<file path="config.mk">
export PLATFORM = sky130hd
export DESIGN_NAME = fpe_errport_dec
export DESIGN_NICKNAME = d
export VERILOG_FILES = /design/src/rtl/fpe_pkg.sv /design/src/rtl/fpe_win_decode.sv /design/src/rtl/fpe_sr_flag.sv /design/src/rtl/fpe_pulse_stretch.sv /design/src/rtl/fpe_errport_dec.sv
export SDC_FILE = /design/constraint.sdc
export NUM_CORES = 1
export LEC_CHECK = 0
export ABC_AREA = 1
export BUFFER_PORTS_ARGS = -buffer_cell sky130_fd_sc_hd__buf_2
export CAP_MARGIN = 10
export CORE_MARGIN = 2
export CORE_UTILIZATION = 35
export CTS_BUF_LIST = sky130_fd_sc_hd__clkbuf_8
export CTS_CLUSTER_DIAMETER = 60
export DETAILED_ROUTE_END_ITERATION = 10
export PLACE_DENSITY = 0.85
export SYNTH_ARGS = -nofsm -noshare
export SYNTH_HDL_FRONTEND = slang
export SYNTH_SLANG_ARGS = --single-unit
</file>
<file path="constraint.sdc">
create_clock -name clk -period 1.8 [get_ports clk]
set_input_delay 0.09 -clock clk [delete_from_list [all_inputs] [get_ports clk]]
set_output_delay 0.09 -clock clk [all_outputs]
set_load 0.02 [all_outputs]
</file>
<file path="src/rtl/fpe_pkg.sv">
package fpe_pkg;

   // Actions the window decoder requests for one bus cycle
   typedef struct packed {
      logic busy_clr;  // byte write to the busy-clear offset
      logic cop_rst;   // byte write to the reset offset
      logic irq_clr;   // any byte write inside the window
      logic unsup;     // access the block does not service
   } dec_out_t;

endpackage

</file>
<file path="src/rtl/fpe_win_decode.sv">
module fpe_win_decode
   import fpe_pkg::*;
#(
   parameter int unsigned          ADDR_W    = 16,
   parameter logic [ADDR_W-1:0]    BASE      = 16'h00F0,
   parameter int unsigned          WIN_LOG2  = 4,
   parameter int unsigned          OFS_BUSY  = 0,
   parameter int unsigned          OFS_RESET = 1
) (
   input  logic [ADDR_W-1:0] addr,
   input  logic              wr,
   input  logic              rd,
   input  logic              byte_acc,
   output logic              hit,
   output dec_out_t          dec
);
   localparam int unsigned HI_W = ADDR_W - WIN_LOG2;
   localparam logic [HI_W-1:0]     BASE_HI  = BASE[ADDR_W-1:WIN_LOG2];
   localparam logic [WIN_LOG2-1:0] O_BUSY   = WIN_LOG2'(OFS_BUSY);
   localparam logic [WIN_LOG2-1:0] O_RESET  = WIN_LOG2'(OFS_RESET);

   if (WIN_LOG2 < 1 || WIN_LOG2 >= ADDR_W) begin : g_bad_win
      $error("fpe_win_decode: WIN_LOG2 must lie in 1..ADDR_W-1");
   end
   if (OFS_BUSY == OFS_RESET || OFS_BUSY >= (1 << WIN_LOG2) || OFS_RESET >= (1 << WIN_LOG2)) begin : g_bad_ofs
      $error("fpe_win_decode: serviced offsets must differ and lie in the window");
   end

   logic [WIN_LOG2-1:0] ofs;
   logic                served_ofs;
   logic                wr_ok;

   always_comb begin
      ofs        = addr[WIN_LOG2-1:0];
      hit        = (addr[ADDR_W-1:WIN_LOG2] == BASE_HI);
      served_ofs = (ofs == O_BUSY) || (ofs == O_RESET);
      wr_ok      = hit && wr && byte_acc;

      dec.irq_clr  = wr_ok;
      dec.busy_clr = wr_ok && (ofs == O_BUSY);
      dec.cop_rst  = wr_ok && (ofs == O_RESET);
      dec.unsup    = hit && (rd || (wr && (!byte_acc || !served_ofs)));
   end
endmodule

</file>
<file path="src/rtl/fpe_sr_flag.sv">
module fpe_sr_flag (
   input  logic clk,
   input  logic rst_n,
   input  logic set,
   input  logic clr,
   output logic q
);
   // set dominates a simultaneous clear
   always_ff @(posedge clk) begin
      if (!rst_n)   q <= 1'b0;
      else if (set) q <= 1'b1;
      else if (clr) q <= 1'b0;
   end
endmodule

</file>
<file path="src/rtl/fpe_pulse_stretch.sv">
module fpe_pulse_stretch #(
   parameter int unsigned LEN = 1
) (
   input  logic clk,
   input  logic rst_n,
   input  logic req,
   output logic pulse
);
   if (LEN < 1) begin : g_bad_len
      $error("fpe_pulse_stretch: LEN must be at least 1");
   end

   if (LEN == 1) begin : g_single
      always_ff @(posedge clk) begin
         if (!rst_n) pulse <= 1'b0;
         else        pulse <= req;
      end
   end else begin : g_count
      localparam int unsigned CNT_W = $clog2(LEN + 1);
      localparam logic [CNT_W-1:0] LOAD = CNT_W'(LEN);
      logic [CNT_W-1:0] cnt;

      always_ff @(posedge clk) begin
         if (!rst_n)              cnt <= '0;
         else if (req)            cnt <= LOAD;
         else if (cnt != '0)      cnt <= cnt - 1'b1;
      end
      assign pulse = (cnt != '0);

      AST_CNT_BOUND: assert property (@(posedge clk) disable iff (!rst_n)
         cnt <= LOAD) else $error("stretch counter out of range");
   end
endmodule

</file>
<file path="src/rtl/fpe_errport_dec.sv">
module fpe_errport_dec
   import fpe_pkg::*;
#(
   parameter int unsigned       ADDR_W        = 16,
   parameter int unsigned       DATA_W        = 32,
   parameter logic [ADDR_W-1:0] BASE          = 16'h00F0,
   parameter int unsigned       WIN_LOG2      = 4,
   parameter int unsigned       RST_PULSE_CYC = 1
) (
   input  logic              clk,
   input  logic              rst_n,
   input  logic [ADDR_W-1:0] io_addr,
   input  logic              io_byte,
   input  logic              io_wr,
   input  logic              io_rd,
   output logic [DATA_W-1:0] io_rdata,
   input  logic              cop_err,
   input  logic              busy_set,
   output logic              busy_o,
   output logic              irq_o,
   output logic              cop_rst_o,
   output logic              unsup_o
);
   localparam int unsigned OFS_BUSY  = 0;
   localparam int unsigned OFS_RESET = 1;

   if (DATA_W < 8) begin : g_bad_data
      $error("fpe_errport_dec: DATA_W must be at least 8");
   end

   logic     win_hit;
   dec_out_t dec;

   fpe_win_decode #(
      .ADDR_W   (ADDR_W),
      .BASE     (BASE),
      .WIN_LOG2 (WIN_LOG2),
      .OFS_BUSY (OFS_BUSY),
      .OFS_RESET(OFS_RESET)
   ) i_decode (
      .addr     (io_addr),
      .wr       (io_wr),
      .rd       (io_rd),
      .byte_acc (io_byte),
      .hit      (win_hit),
      .dec      (dec)
   );

   fpe_sr_flag i_irq (
      .clk   (clk),
      .rst_n (rst_n),
      .set   (cop_err),
      .clr   (dec.irq_clr),
      .q     (irq_o)
   );

   fpe_sr_flag i_busy (
      .clk   (clk),
      .rst_n (rst_n),
      .set   (busy_set),
      .clr   (dec.busy_clr),
      .q     (busy_o)
   );

   fpe_pulse_stretch #(.LEN(RST_PULSE_CYC)) i_rst (
      .clk   (clk),
      .rst_n (rst_n),
      .req   (dec.cop_rst),
      .pulse (cop_rst_o)
   );

   always_ff @(posedge clk) begin
      if (!rst_n) unsup_o <= 1'b0;
      else        unsup_o <= dec.unsup;
   end

   // unused port: reads in the window float high
   assign io_rdata = (io_rd && win_hit) ? '1 : '0;

   AST_OUTSIDE_INERT: assert property (@(posedge clk) disable iff (!rst_n)
      (!win_hit && !cop_err && !busy_set) |=> (!unsup_o && $stable(irq_o) && $stable(busy_o))) else $error("outside access acted");
   AST_BUSY_CLEARED: assert property (@(posedge clk) disable iff (!rst_n)
      (dec.busy_clr && !busy_set) |=> !busy_o) else $error("busy not cleared");
   AST_RST_START: assert property (@(posedge clk) disable iff (!rst_n)
      dec.cop_rst |=> cop_rst_o) else $error("reset pulse missing");
   AST_IRQ_DROPS: assert property (@(posedge clk) disable iff (!rst_n)
      (io_wr && io_byte && win_hit && !cop_err) |=> !irq_o) else $error("irq not dropped");
   AST_NONBYTE_INERT: assert property (@(posedge clk) disable iff (!rst_n)
      (io_wr && !io_byte && !cop_err && !busy_set) |=> ($stable(irq_o) && $stable(busy_o))) else $error("non-byte write acted");
   AST_READ_FLAGGED: assert property (@(posedge clk) disable iff (!rst_n)
      (io_rd && win_hit) |=> unsup_o) else $error("read not flagged");
   AST_FLAG_ONE_SHOT: assert property (@(posedge clk) disable iff (!rst_n)
      (!io_rd && !io_wr) |=> !unsup_o) else $error("flag without strobe");
   AST_ERR_WINS: assert property (@(posedge clk) disable iff (!rst_n)
      cop_err |=> irq_o) else $error("error did not set irq");
   AST_SET_WINS: assert property (@(posedge clk) disable iff (!rst_n)
      busy_set |=> busy_o) else $error("busy set lost");
endmodule

</file>
# == Word-level counts from Yosys, hierarchy flattened ==
# Cells that the tools add are included.
# word_totals
regBits,4
input_bits,23
output_inout_bits,36
elab_cells,26
# op_classes
n_eq_ne,2
mux,5
reduce_logical,15
# ops
op,count
$mux 32,1
$eq 12x4->1 const B,1
$logic_and 1x1->1,7
$eq 4x1->1 const B,1
$logic_not 4->1,1
$mux 1,4
$reduce_bool 2->1,2
$logic_or 1x1->1,3
$logic_not 1->1,2

# == Logic depth before layout (Yosys ltp) ==
# logic_depth
ltp_word,7
depth_mapped,7
ltp_nobuf,7

# == By module ==
# A second synthesis with hierarchy kept.
# hier_totals
cells_unflattened,76
area_unflattened_um2,490.5
# by_module_without_submodules
module,instances,cells_per_inst,area_per_inst_um2,seq_area_each_um2
fpe_errport_dec,1,36,267.8,20.0
fpe_win_decode,1,25,107.6,0.0
fpe_sr_flag,2,6,43.8,20.0
fpe_pulse_stretch,1,3,27.5,20.0

# == Worst setup path before layout ==
# Ideal clock, no wire load.
# synth_path
path_kind,input to output
start,input port io_addr[15]
end,output port io_rdata[10]
arrival_ps,1343
required_time_ps,1710
setup_slack_ps,367
stages,6
path_buffers,1
cell_sequence,nor2_1 nand2_1 nor2_4 nand3_1 inv_1 buf_4
# synth_via
elab_chain_cells,3
# synth_rtl
element,line,text
start: declaration,fpe_errport_dec.sv:12,"input logic [ADDR_W-1:0] io_addr,"
$eq 12x4->1,fpe_win_decode.sv:35,hit = (addr[ADDR_W-1:WIN_LOG2] == BASE_HI);
$logic_and 1x1->1,fpe_errport_dec.sv:78,assign io_rdata = (io_rd && win_hit) ? '1 : '0;
$mux 32,fpe_errport_dec.sv:78,
end: declaration,fpe_errport_dec.sv:16,"output logic [DATA_W-1:0] io_rdata,"
# Every way passes these cells.

# == Worst setup path in the final report ==
# layout_path
start,input port io_addr[9]
end,output port io_rdata[24]
# The elaborated chain is that of the path after synthesis.

==> metrics list <==
- Measured along the y axis, the die boundary spans between 40 and 50 um.
- Final ANT Viol Nets: 0
- YS warnings: 0
* Number of enable-type register cells in the synthesized netlist: 0
* Post-Syn Area: about 470 um^2
- Cell leakage power: 0.418 nW
- Number of distinct library cells after synthesis: 13
- Cell count after placement: 107
* Number of buffers inserted by post-CTS setup repair: 0
* Core area: between 1000 and 1500 um^2
* Cts-stage hold buffer count: 0
- Initial antenna violation count: 0
- Num rows: 13
- For this run, the post-layout net count is 120.
* Number of cells on the critical path: 8
* Highest attainable clock frequency: slightly above 800 MHz
- The final layout contains routed wiring with a total length of around 850 um.
- The share of total power dissipated in combinational logic is about 15%.
- The count of final hold-check violations was 0.
- Setup skew after layout: 0 ns
* Via count of the first global-routing pass: 335
- IR analysis of the VDD net gives a maximum drop of 0.000469 V.
- The startpoint identified for the worst hold timing path is cop_err.
- No sink is reached through more buffers than the 2 on the longest clock path.
- Setup crit end kind: output pin
- TritonCTS built the clock tree.
- Compared with the post-synthesis result, the final layout area differs by 26.6%.
- Detailed placement ended at an HPWL of 738 um.
- Detailed Route Iter0 Violations: 3
- Most used DFF post-synth: dfxtp_1
- Fraction of final layout cells with drive strength greater than 1: 70.5%
- Number of cell instances on the worst register-to-register path: 2
- Root buffer cell: clkbuf_8
- The first global-routing pass estimated 1.17 mm of wire.
- DP Area: 554 um^2
- For the pin with the worst max-slew slack, the measured transition is 0.221 ns.
* Total of endpoints with negative setup slack in the final report: 0
- At the worst endpoint, the required time is ~1.7 ns.
- The most common cell in the synthesized netlist is buf_4.
- Final period utilization: between 60% and 70%
- Sequential cells account for about 29% of the total power.
* Worst-Skew Late Latency: about 0.21 ns
* Maximum level of the CTS H-tree: 1
- The run finished with clean final reports.
- Number of nets in the synthesized netlist: just under 90
- For the worst setup path, the data arrival time is 1.11 ns.
* Synthesized instance count: 64
- The critical path is of the primary input to output pin type.
* Global placement routability congestion: 0.649
* Antenna diode count: 0
- The die covers approximately 1700 um^2.
- The tree built by TritonCTS fans out to 4 sinks.
* Net switching share of the total power: between 20% and 30%
- The die is roughly 40 um wide.
* Clock transition at the registers of the reported paths: roughly 0.030 ns
* Ranking of synthesized cells by instance count: 31 x buf_4, 6 x inv_1, 5 x nor2_1
- Setup repair after global routing left no endpoint under its margin.
- Counting I/O delays and the setup requirement, the final critical path takes between 1 and 1.5 ns.
- Post-layout total power: 326 uW
- Dividing the detail-routed wire length by the instance count gives 7.74 um.
- OpenSTA, run right after detailed placement, puts the worst setup slack at around 0.57 ns.
* Final global-route overflow total: 0
- Crit. Startpoint: io_addr[9]
- PD cells: 547 nW/um^2
- Summed over all instances, the cell type with the most area after synthesis is buf_4.
- The worst setup path is launched from a primary input.
- DR vias/cell: around 4.2
- Clock network fraction of design power: a little under three fifths
* Filler-free cell count of the finished design: between 100 and 150
- The first detailed-routing pass took 3 iterations.
* I/O pin cnt: between 50 and 60
* Tightest Hold Check Type: primary input to flop
- Initial core utilization: between 30% and 40%
- Inserted Clock Buffers: 3
- By area the synthesized netlist is led by buf_4 49%, dfxtp_1 17%, inv_1 4.8%.
- CP max stage delay: between 0.2 and 0.25 ns
- Once routing completed, OpenROAD measured the worst setup slack at 0.597 ns.
- Critical path, cell by cell: buf_2, nor2_1, nand2_2, nor2_4, nand3_1, inv_1, buf_4, buf_2
- Share of Yosys cell area claimed by the top area cell type: between 40 and 50%
- Along the worst path, the maximum fanout reaches 32.
- Gate family responsible for the most delay along the worst path: buffers and inverters
* CP max-delay cell: buf_4
- Setup_tns: 0 ns
* Largest net degree at the start of global routing: 33
- Across all layers, the routed design uses around 460 vias.
- After filler insertion, the fill cell instance count of the layout stands at ~150.
- The tightest hold path in the finished design has a slack of 0.102 ns.
- Resized cells post-CTS: 0
- Along the worst hold path, the cell count comes to 3.
- Launch instance of the worst register-to-register path: i_irq.q
* Seq/Total Area, Yosys: between 15 and 20%
- After synthesis, the share of flip-flops with an asynchronous set or reset is 0%.
- Number of maximum-capacitance violations: 0
- The count of pins over their slew limit came to 0.
- Summed over all nets, the switching power comes to around 67 uW.
- In the routed design, unresolved DRC markers number 0.
- After synthesis the netlist holds a flip-flop and latch count of 4.
- Design internal power: around 260 uW
- Buffering stage count on the worst path with inverters included: 4
- In this run the mean area of a mapped cell was between 7 and 8 um^2.
- Relative slew slack: 85.2%
- Design area: roughly 600 um^2
* Worst path most repeated cell: buf_2
* Input/output buffers: 58
* Finished Core Util: roughly 46%
- Across every metal layer, demand over resource in global routing totals 11.1%.
layout by cell type, fill, tap and decap left out:
| cell type | n |
|---|---|
| a21oi_1 | 3 |
| buf_2 | 58 |
| buf_4 | 1 |
| clkbuf_8 | 3 |
| dfxtp_1 | 4 |
| inv_1 | 6 |
| nand2_1 | 4 |
| nand2_2 | 1 |
| nand3_1 | 3 |
| nand4_1 | 3 |
| nor2_1 | 5 |
| nor2_2 | 1 |
| nor2_4 | 1 |
| nor3_4 | 1 |
| nor4_2 | 1 |
per-layer routing:
layer	vias up	track usage, %	share of wire, %
met3	2	3.26	18
met2	47	21.4	46
met4	0	9.17	1.4
met5	-	0	0
li1	232	-	-
met1	181	8.94	34
state kept, by name (all words and copies together) (netlist names):
signal and cells:
unsup_o 1, i_busy.q 1, i_irq.q 1, i_rst.pulse 1
logic make-up after synthesis:
family                 share of synthesized area (%)
flip-flops                                      17.0
AND/OR/NAND/NOR                                 25.5
AO/OA/AOI/OAI                                   3.19
buffers and inverters                           54.3
area by class of cell:
type / instances / area, um^2 / area share, %
multi-input combinational: 23 / 135 / 22.7
clock buffer: 3 / 41.3 / 6.93
inverter: 6 / 22.5 / 3.78
timing repair buffer: 59 / 298 / 50.0
tap: 15 / 18.8 / 3.15
sequential: 4 / 80.1 / 13.4
tightest hold or removal path, stage by stage:
cell     delay [ns]
buf_2          0.08
a21oi_1        0.03
nor2_1         0.08
power by group through the flow:
stage / Sequential, mW / Clock (mW) / Combinational [mW]
6_report: 0.0942 / 0.184 / 0.0479
5_1_grt: 0.0942 / 0.199 / 0.0530
4_1_cts: 0.0942 / 0.190 / 0.0484
3_5_place_dp: 0.0953 / 0 / 0.0482
3_3_place_gp: 0.0950 / 0 / 0.0464
2_1_floorplan: 0.0991 / 0 / 0.0137
worst paths after layout:
kind	to	slack [ns]
setup / recovery	io_rdata[24]	0.60
hold / removal	i_irq.q	0.10
setup reg to reg	i_irq.q	1.19
hold reg to reg	i_busy.q	0.47
Note: power is estimated with default switching activity, not from simulation.
